**src/rtl/div_pkg.sv**
```systemverilog
package div_pkg;

    typedef enum logic [2:0] {
        ST_IDLE  = 3'd0,
        ST_LOAD  = 3'd1,
        ST_CHECK = 3'd2,
        ST_SHIFT = 3'd3,
        ST_SUB   = 3'd4,
        ST_DONE  = 3'd5
    } div_state_e;

endpackage

```
**src/rtl/div_full_sub.sv**
```systemverilog
module div_full_sub (
    input  logic a,
    input  logic b,
    input  logic bin,
    output logic d,
    output logic bout
);
    always_comb begin
        d    = a ^ b ^ bin;
        bout = (~a & b) | (~(a ^ b) & bin);
    end
endmodule

```
**src/rtl/div_sub_unit.sv**
```systemverilog
module div_sub_unit #(
    parameter int W = 5
) (
    input  logic [W-1:0] minuend,
    input  logic [W-1:0] subtrahend,
    output logic [W-1:0] diff,
    output logic         can_sub
);
    logic [W:0] borrow;

    assign borrow[0] = 1'b0;

    for (genvar i = 0; i < W; i++) begin : g_stage
        div_full_sub u_fs (
            .a    (minuend[i]),
            .b    (subtrahend[i]),
            .bin  (borrow[i]),
            .d    (diff[i]),
            .bout (borrow[i+1])
        );
    end

    // No final borrow means the minuend is not less than the subtrahend
    assign can_sub = ~borrow[W];
endmodule

```
**src/rtl/div_datapath.sv**
```systemverilog
module div_datapath #(
    parameter int QW = 4
) (
    input  logic            clk,
    input  logic            rst_n,
    input  logic            load_en,
    input  logic            shift_en,
    input  logic            sub_en,
    input  logic [2*QW-1:0] dividend,
    input  logic [QW-1:0]   divisor,
    output logic [2*QW:0]   x_q,
    output logic [QW-1:0]   y_q,
    output logic            can_sub
);
    localparam int XW = 2*QW + 1;
    localparam int UW = QW + 1;

    logic [UW-1:0] upper;
    logic [UW-1:0] y_ext;
    logic [UW-1:0] diff;

    assign upper = x_q[XW-1:QW];
    assign y_ext = {1'b0, y_q};

    div_sub_unit #(.W(UW)) u_sub (
        .minuend    (upper),
        .subtrahend (y_ext),
        .diff       (diff),
        .can_sub    (can_sub)
    );

    always_ff @(posedge clk or negedge rst_n) begin
        if (!rst_n) begin
            x_q <= '0;
            y_q <= '0;
        end else if (load_en) begin
            x_q <= {1'b0, dividend};
            y_q <= divisor;
        end else if (shift_en) begin
            x_q <= {x_q[XW-2:0], 1'b0};
        end else if (sub_en) begin
            if (can_sub) begin
                x_q <= {diff, x_q[QW-1:1], 1'b1};
            end else begin
                x_q <= {x_q[XW-1:1], 1'b0};
            end
        end
    end
endmodule

```
**src/rtl/div_ctrl.sv**
```systemverilog
module div_ctrl
    import div_pkg::*;
#(
    parameter int QW = 4
) (
    input  logic       clk,
    input  logic       rst_n,
    input  logic       start,
    input  logic       can_sub,
    output div_state_e state,
    output logic       load_en,
    output logic       shift_en,
    output logic       sub_en,
    output logic       done,
    output logic       ovf
);
    localparam int CW = (QW > 1) ? $clog2(QW) : 1;
    localparam logic [CW-1:0] LAST = CW'(QW - 1);

    div_state_e    state_n;
    logic [CW-1:0] cnt_q;
    logic          last_round;

    assign last_round = (cnt_q == LAST);

    // State register, round counter and overflow flag
    always_ff @(posedge clk or negedge rst_n) begin
        if (!rst_n) begin
            state <= ST_IDLE;
            cnt_q <= '0;
            ovf   <= 1'b0;
        end else begin
            state <= state_n;
            if (state == ST_CHECK) begin
                cnt_q <= '0;
            end else if (state == ST_SUB) begin
                cnt_q <= cnt_q + 1'b1;
            end
            if (state == ST_LOAD) begin
                ovf <= 1'b0;
            end else if (state == ST_CHECK && can_sub) begin
                ovf <= 1'b1;
            end
        end
    end

    // Next-state selection
    always_comb begin
        state_n = state;
        unique case (state)
            ST_IDLE:  if (start) state_n = ST_LOAD;
            ST_LOAD:  state_n = ST_CHECK;
            ST_CHECK: state_n = can_sub ? ST_IDLE : ST_SHIFT;
            ST_SHIFT: state_n = ST_SUB;
            ST_SUB:   state_n = last_round ? ST_DONE : ST_SHIFT;
            ST_DONE:  state_n = ST_IDLE;
            default:  state_n = ST_IDLE;
        endcase
    end

    // Output decode
    always_comb begin
        load_en  = 1'b0;
        shift_en = 1'b0;
        sub_en   = 1'b0;
        done     = 1'b0;
        unique case (state)
            ST_IDLE:  ;
            ST_LOAD:  load_en  = 1'b1;
            ST_CHECK: ;
            ST_SHIFT: shift_en = 1'b1;
            ST_SUB:   sub_en   = 1'b1;
            ST_DONE:  done     = 1'b1;
            default:  ;
        endcase
    end
endmodule

```
**src/rtl/seq_divider.sv**
```systemverilog
module seq_divider
    import div_pkg::*;
#(
    parameter int QW = 4
) (
    input  logic            clk,
    input  logic            rst_n,
    input  logic            start,
    input  logic [2*QW-1:0] dividend,
    input  logic [QW-1:0]   divisor,
    output logic [QW-1:0]   quotient,
    output logic [QW-1:0]   remainder,
    output logic            done,
    output logic            ovf
);
    localparam int XW = 2*QW + 1;

    div_state_e    state;
    logic          load_en;
    logic          shift_en;
    logic          sub_en;
    logic          can_sub;
    logic [XW-1:0] x_q;
    logic [QW-1:0] y_q;

    div_ctrl #(.QW(QW)) u_ctrl (
        .clk      (clk),
        .rst_n    (rst_n),
        .start    (start),
        .can_sub  (can_sub),
        .state    (state),
        .load_en  (load_en),
        .shift_en (shift_en),
        .sub_en   (sub_en),
        .done     (done),
        .ovf      (ovf)
    );

    div_datapath #(.QW(QW)) u_dp (
        .clk      (clk),
        .rst_n    (rst_n),
        .load_en  (load_en),
        .shift_en (shift_en),
        .sub_en   (sub_en),
        .dividend (dividend),
        .divisor  (divisor),
        .x_q      (x_q),
        .y_q      (y_q),
        .can_sub  (can_sub)
    );

    assign quotient  = x_q[QW-1:0];
    assign remainder = x_q[2*QW-1:QW];
endmodule

```
**config.mk**
```make
export PLATFORM = sky130hd
export DESIGN_NAME = seq_divider
export DESIGN_NICKNAME = d
export VERILOG_FILES = /design/src/rtl/div_pkg.sv /design/src/rtl/div_full_sub.sv /design/src/rtl/div_sub_unit.sv /design/src/rtl/div_datapath.sv /design/src/rtl/div_ctrl.sv /design/src/rtl/seq_divider.sv
export SDC_FILE = /design/constraint.sdc
export NUM_CORES = 1
export LEC_CHECK = 0
export ABC_CLOCK_PERIOD_IN_PS = 4550
export BUFFER_PORTS_ARGS = -buffer_cell sky130_fd_sc_hd__buf_4
export CAP_MARGIN = 15
export CORE_MARGIN = 2
export CORE_UTILIZATION = 34
export CTS_CLUSTER_SIZE = 40
export DETAILED_ROUTE_END_ITERATION = 12
export PLACE_DENSITY = 0.51
export REMOVE_ABC_BUFFERS = 1
export SYNTH_ARGS = -nofsm -noshare
export SYNTH_HDL_FRONTEND = slang
export SYNTH_HIERARCHICAL = 1
export SYNTH_SLANG_ARGS = --single-unit
```
**constraint.sdc**
```tcl
create_clock -name clk -period 4.55 [get_ports clk]
set_clock_uncertainty 0.2 [all_clocks]
set_input_delay 0.455 -clock clk [delete_from_list [all_inputs] [get_ports clk]]
set_output_delay 0.455 -clock clk [all_outputs]
set_load 0.03 [all_outputs]
```
==> results.ini <==
[run_status]
outcome=complete, no violations

[synth]
yosys_warnings=6
synthArstFlopShare=1.00
avgSynthCellArea_sq_um=10.5
ys.flop_type=dfrtp_1
yosysSeqAreaShare=0.412
synth-seq-cells=19
synth.cell_area_sq_um=1150
netlist_instances=110
synth_edf_count=0
synth.distinct_cells=36

[cells_and_area]
fin_util=0.424
nFillCells=357
multiInputGateArea_sq_um=583
nets=156
layout_commonest_cell=buf_4
diodes=0
fin_cells=180
final_cell_mix=buf_4 (25), dfrtp_1 (19), inv_1 (17)
area_growth_pct=21.6
seq_area_sq_um=475
drive_gt1_frac=0.276

[sta]
setup_viol=0
fin_crit_sh=0.860
rsz0062_at_grt=no
tns_ns=0
report.final.hold_viol_count=0
final-max-slew-violation-count=0
min_period_ns=3.91
tightestPinTransition_ns=0.634
worst_slack_ns=0.638
maxSlewHeadroom=0.577
max_freq_mhz=256

[global_routing]
grt.total_usage=0.125
grt_overflow=0
grt_max_degree=24
grt_pass1_wl_microns=3870
grt_pass1_vias=867
antenna_found_initial=0

[detailed_routing]
dr.max_layer_used=met4
drt_iter0_drc=42
drc=0
avgViaCountPerCell=4.90
num_vias=882
wl_met3_microns=88
drt_pass1_iterations=4
wl_per_cell_microns=12.7
ant_nets=0
wl_met1_microns=1110
wl_microns=2290
wl_met2_microns=1070

[power]
p_leak_nw=0.682
power.density_nw_per_um2=682
peakVddDrop_uv=273

[floorplanning]
core_area_sq_um=3310
die_x_microns=62.3
design.portCount=25
initial_core_util=0.349
dieArea_sq_um=3880
num_rows=21
chipHeight_microns=62.3

[setup_path]
worstPathRequired_ns=4.55
crit_start=u_dp/x_q[4]
end_kind=register
worstSetupPathType=register to register
ff2ff_setup_slack_ns=0.64
crit_arrival_ns=3.92
rr_startpoint=u_dp/x_q[4]
cp-start-kind=register
crit_path_max_fanout=10

[worst_hold_path]
hold_class=input pin to register
hold_start=dividend[3]

[clock_network]
cts_tree=yes
root_buffer=clkbuf_4
ctsResizeCount=0
clkSlewWorstSetupHoldPaths_ns=0.11
clk_path_buf_depth=2
clock_latency_ns=0.30
numCtsBuffers=3
post_cts_buffers=0
cts_num_sinks=19
htreeDepth=1

[placed_design]
place_inst=175
io_buffers=24
place_congestion=0.681
dp_slack_ns=0.662
hpwlAfterDp_microns=1600

[job]
max_cap_violations=0

==> sequential cells by signal, summed over array words and instances (netlist names) <==
name          cells
u_ctrl/cnt_q      2
u_dp/y_q          4
u_ctrl/ovf        1
u_dp/x_q          9
u_ctrl/state      3
==> per-stage QoR <==
stage	hold WS [ns]	area, sq um	total power, W
after CTS	0.141	1400	0.000970
after global routing	0.145	1400	0.00105
after detailed placement	0.149	1370	0.000878
after floorplan	-0.0406	1120	0.000708
final	0.154	1400	0.000958
after global placement	0.147	1370	0.000866
==> Yosys cell counts (2+ instances only) <==
library cell   n  area (sq um)
mux2_2         4          45.0
nand2_1        9          33.8
o21ai_0        5          25.0
nor3b_1        3          22.5
mux2i_1        4          40.0
nor2b_1        3          18.8
conb_1         2          7.51
inv_1         17          63.8
buf_2          3          15.0
a221oi_1       3          26.3
a21oi_1        3          15.0
nor4b_1        2          17.5
a21o_1         2          15.0
fa_1           5           100
a211o_1        2          17.5
o31ai_1        5          37.5
dfrtp_1       19           475
==> per-layer routing <==
metal / up-vias / track usage
li1: 420 / -
met1: 441 / 0.162
met2: 19 / 0.205
met3: 2 / 0.0362
met4: 0 / 0.0333
met5: - / 0
==> layout make-up <==
type                            count  area share
Multi-Input combinational cell     68       0.415
Timing Repair Buffer               26       0.141
Tap cell                           46      0.0410
Clock buffer                        4      0.0187
Inverter                           17      0.0455
Sequential cell                    19       0.339
==> cell families (layout without fill, tap and decap cells) <==
group,Yosys count,in the layout,share of synthesized area
other cells,2,2,0.00650
buf+inv,23,47,0.0878
compound gates,25,25,0.163
fa+ha+maj,6,6,0.0975
simple gates,27,27,0.160
mux,8,8,0.0737
flops,19,19,0.412
==> report_power, final <==
group          internal [W]  switching (W)
sequential         0.000244      0.0000936
clock             0.0000342      0.0000552
combinational      0.000242       0.000288
total              0.000521       0.000437
==> repair_timing <==
item | 4_1_cts | 5_1_grt
hold buffers | 1 | 0
endpoints found under the hold margin | 19 | 0
endpoints found under the setup margin | 0 | 0
==> worst max-delay path, stage by stage (launching register included) <==
cell      delay [ns]
dfrtp_1         0.45
fa_1            0.42
inv_1           0.06
inv_1           0.04
fa_1            0.36
inv_1           0.07
inv_1           0.04
fa_1            0.36
inv_1           0.06
inv_1           0.04
fa_1            0.35
inv_1           0.06
inv_1           0.04
fa_1            0.36
inv_1           0.06
inv_1           0.12
a211oi_4        0.45
a21oi_1         0.08
a22o_1          0.21
==> final timing paths <==
check / to / depth (start not counted)
min: u_dp/x_q[3] / 3
min reg2reg: u_dp/y_q[0] / 1
max reg2reg: u_dp/x_q[6] / 18
min in group asynchronous: u_ctrl/cnt_q[1] / 2
max: u_dp/x_q[6] / 18
max in group asynchronous: u_dp/x_q[7] / 2
Note: power is estimated with default switching activity, not from simulation.
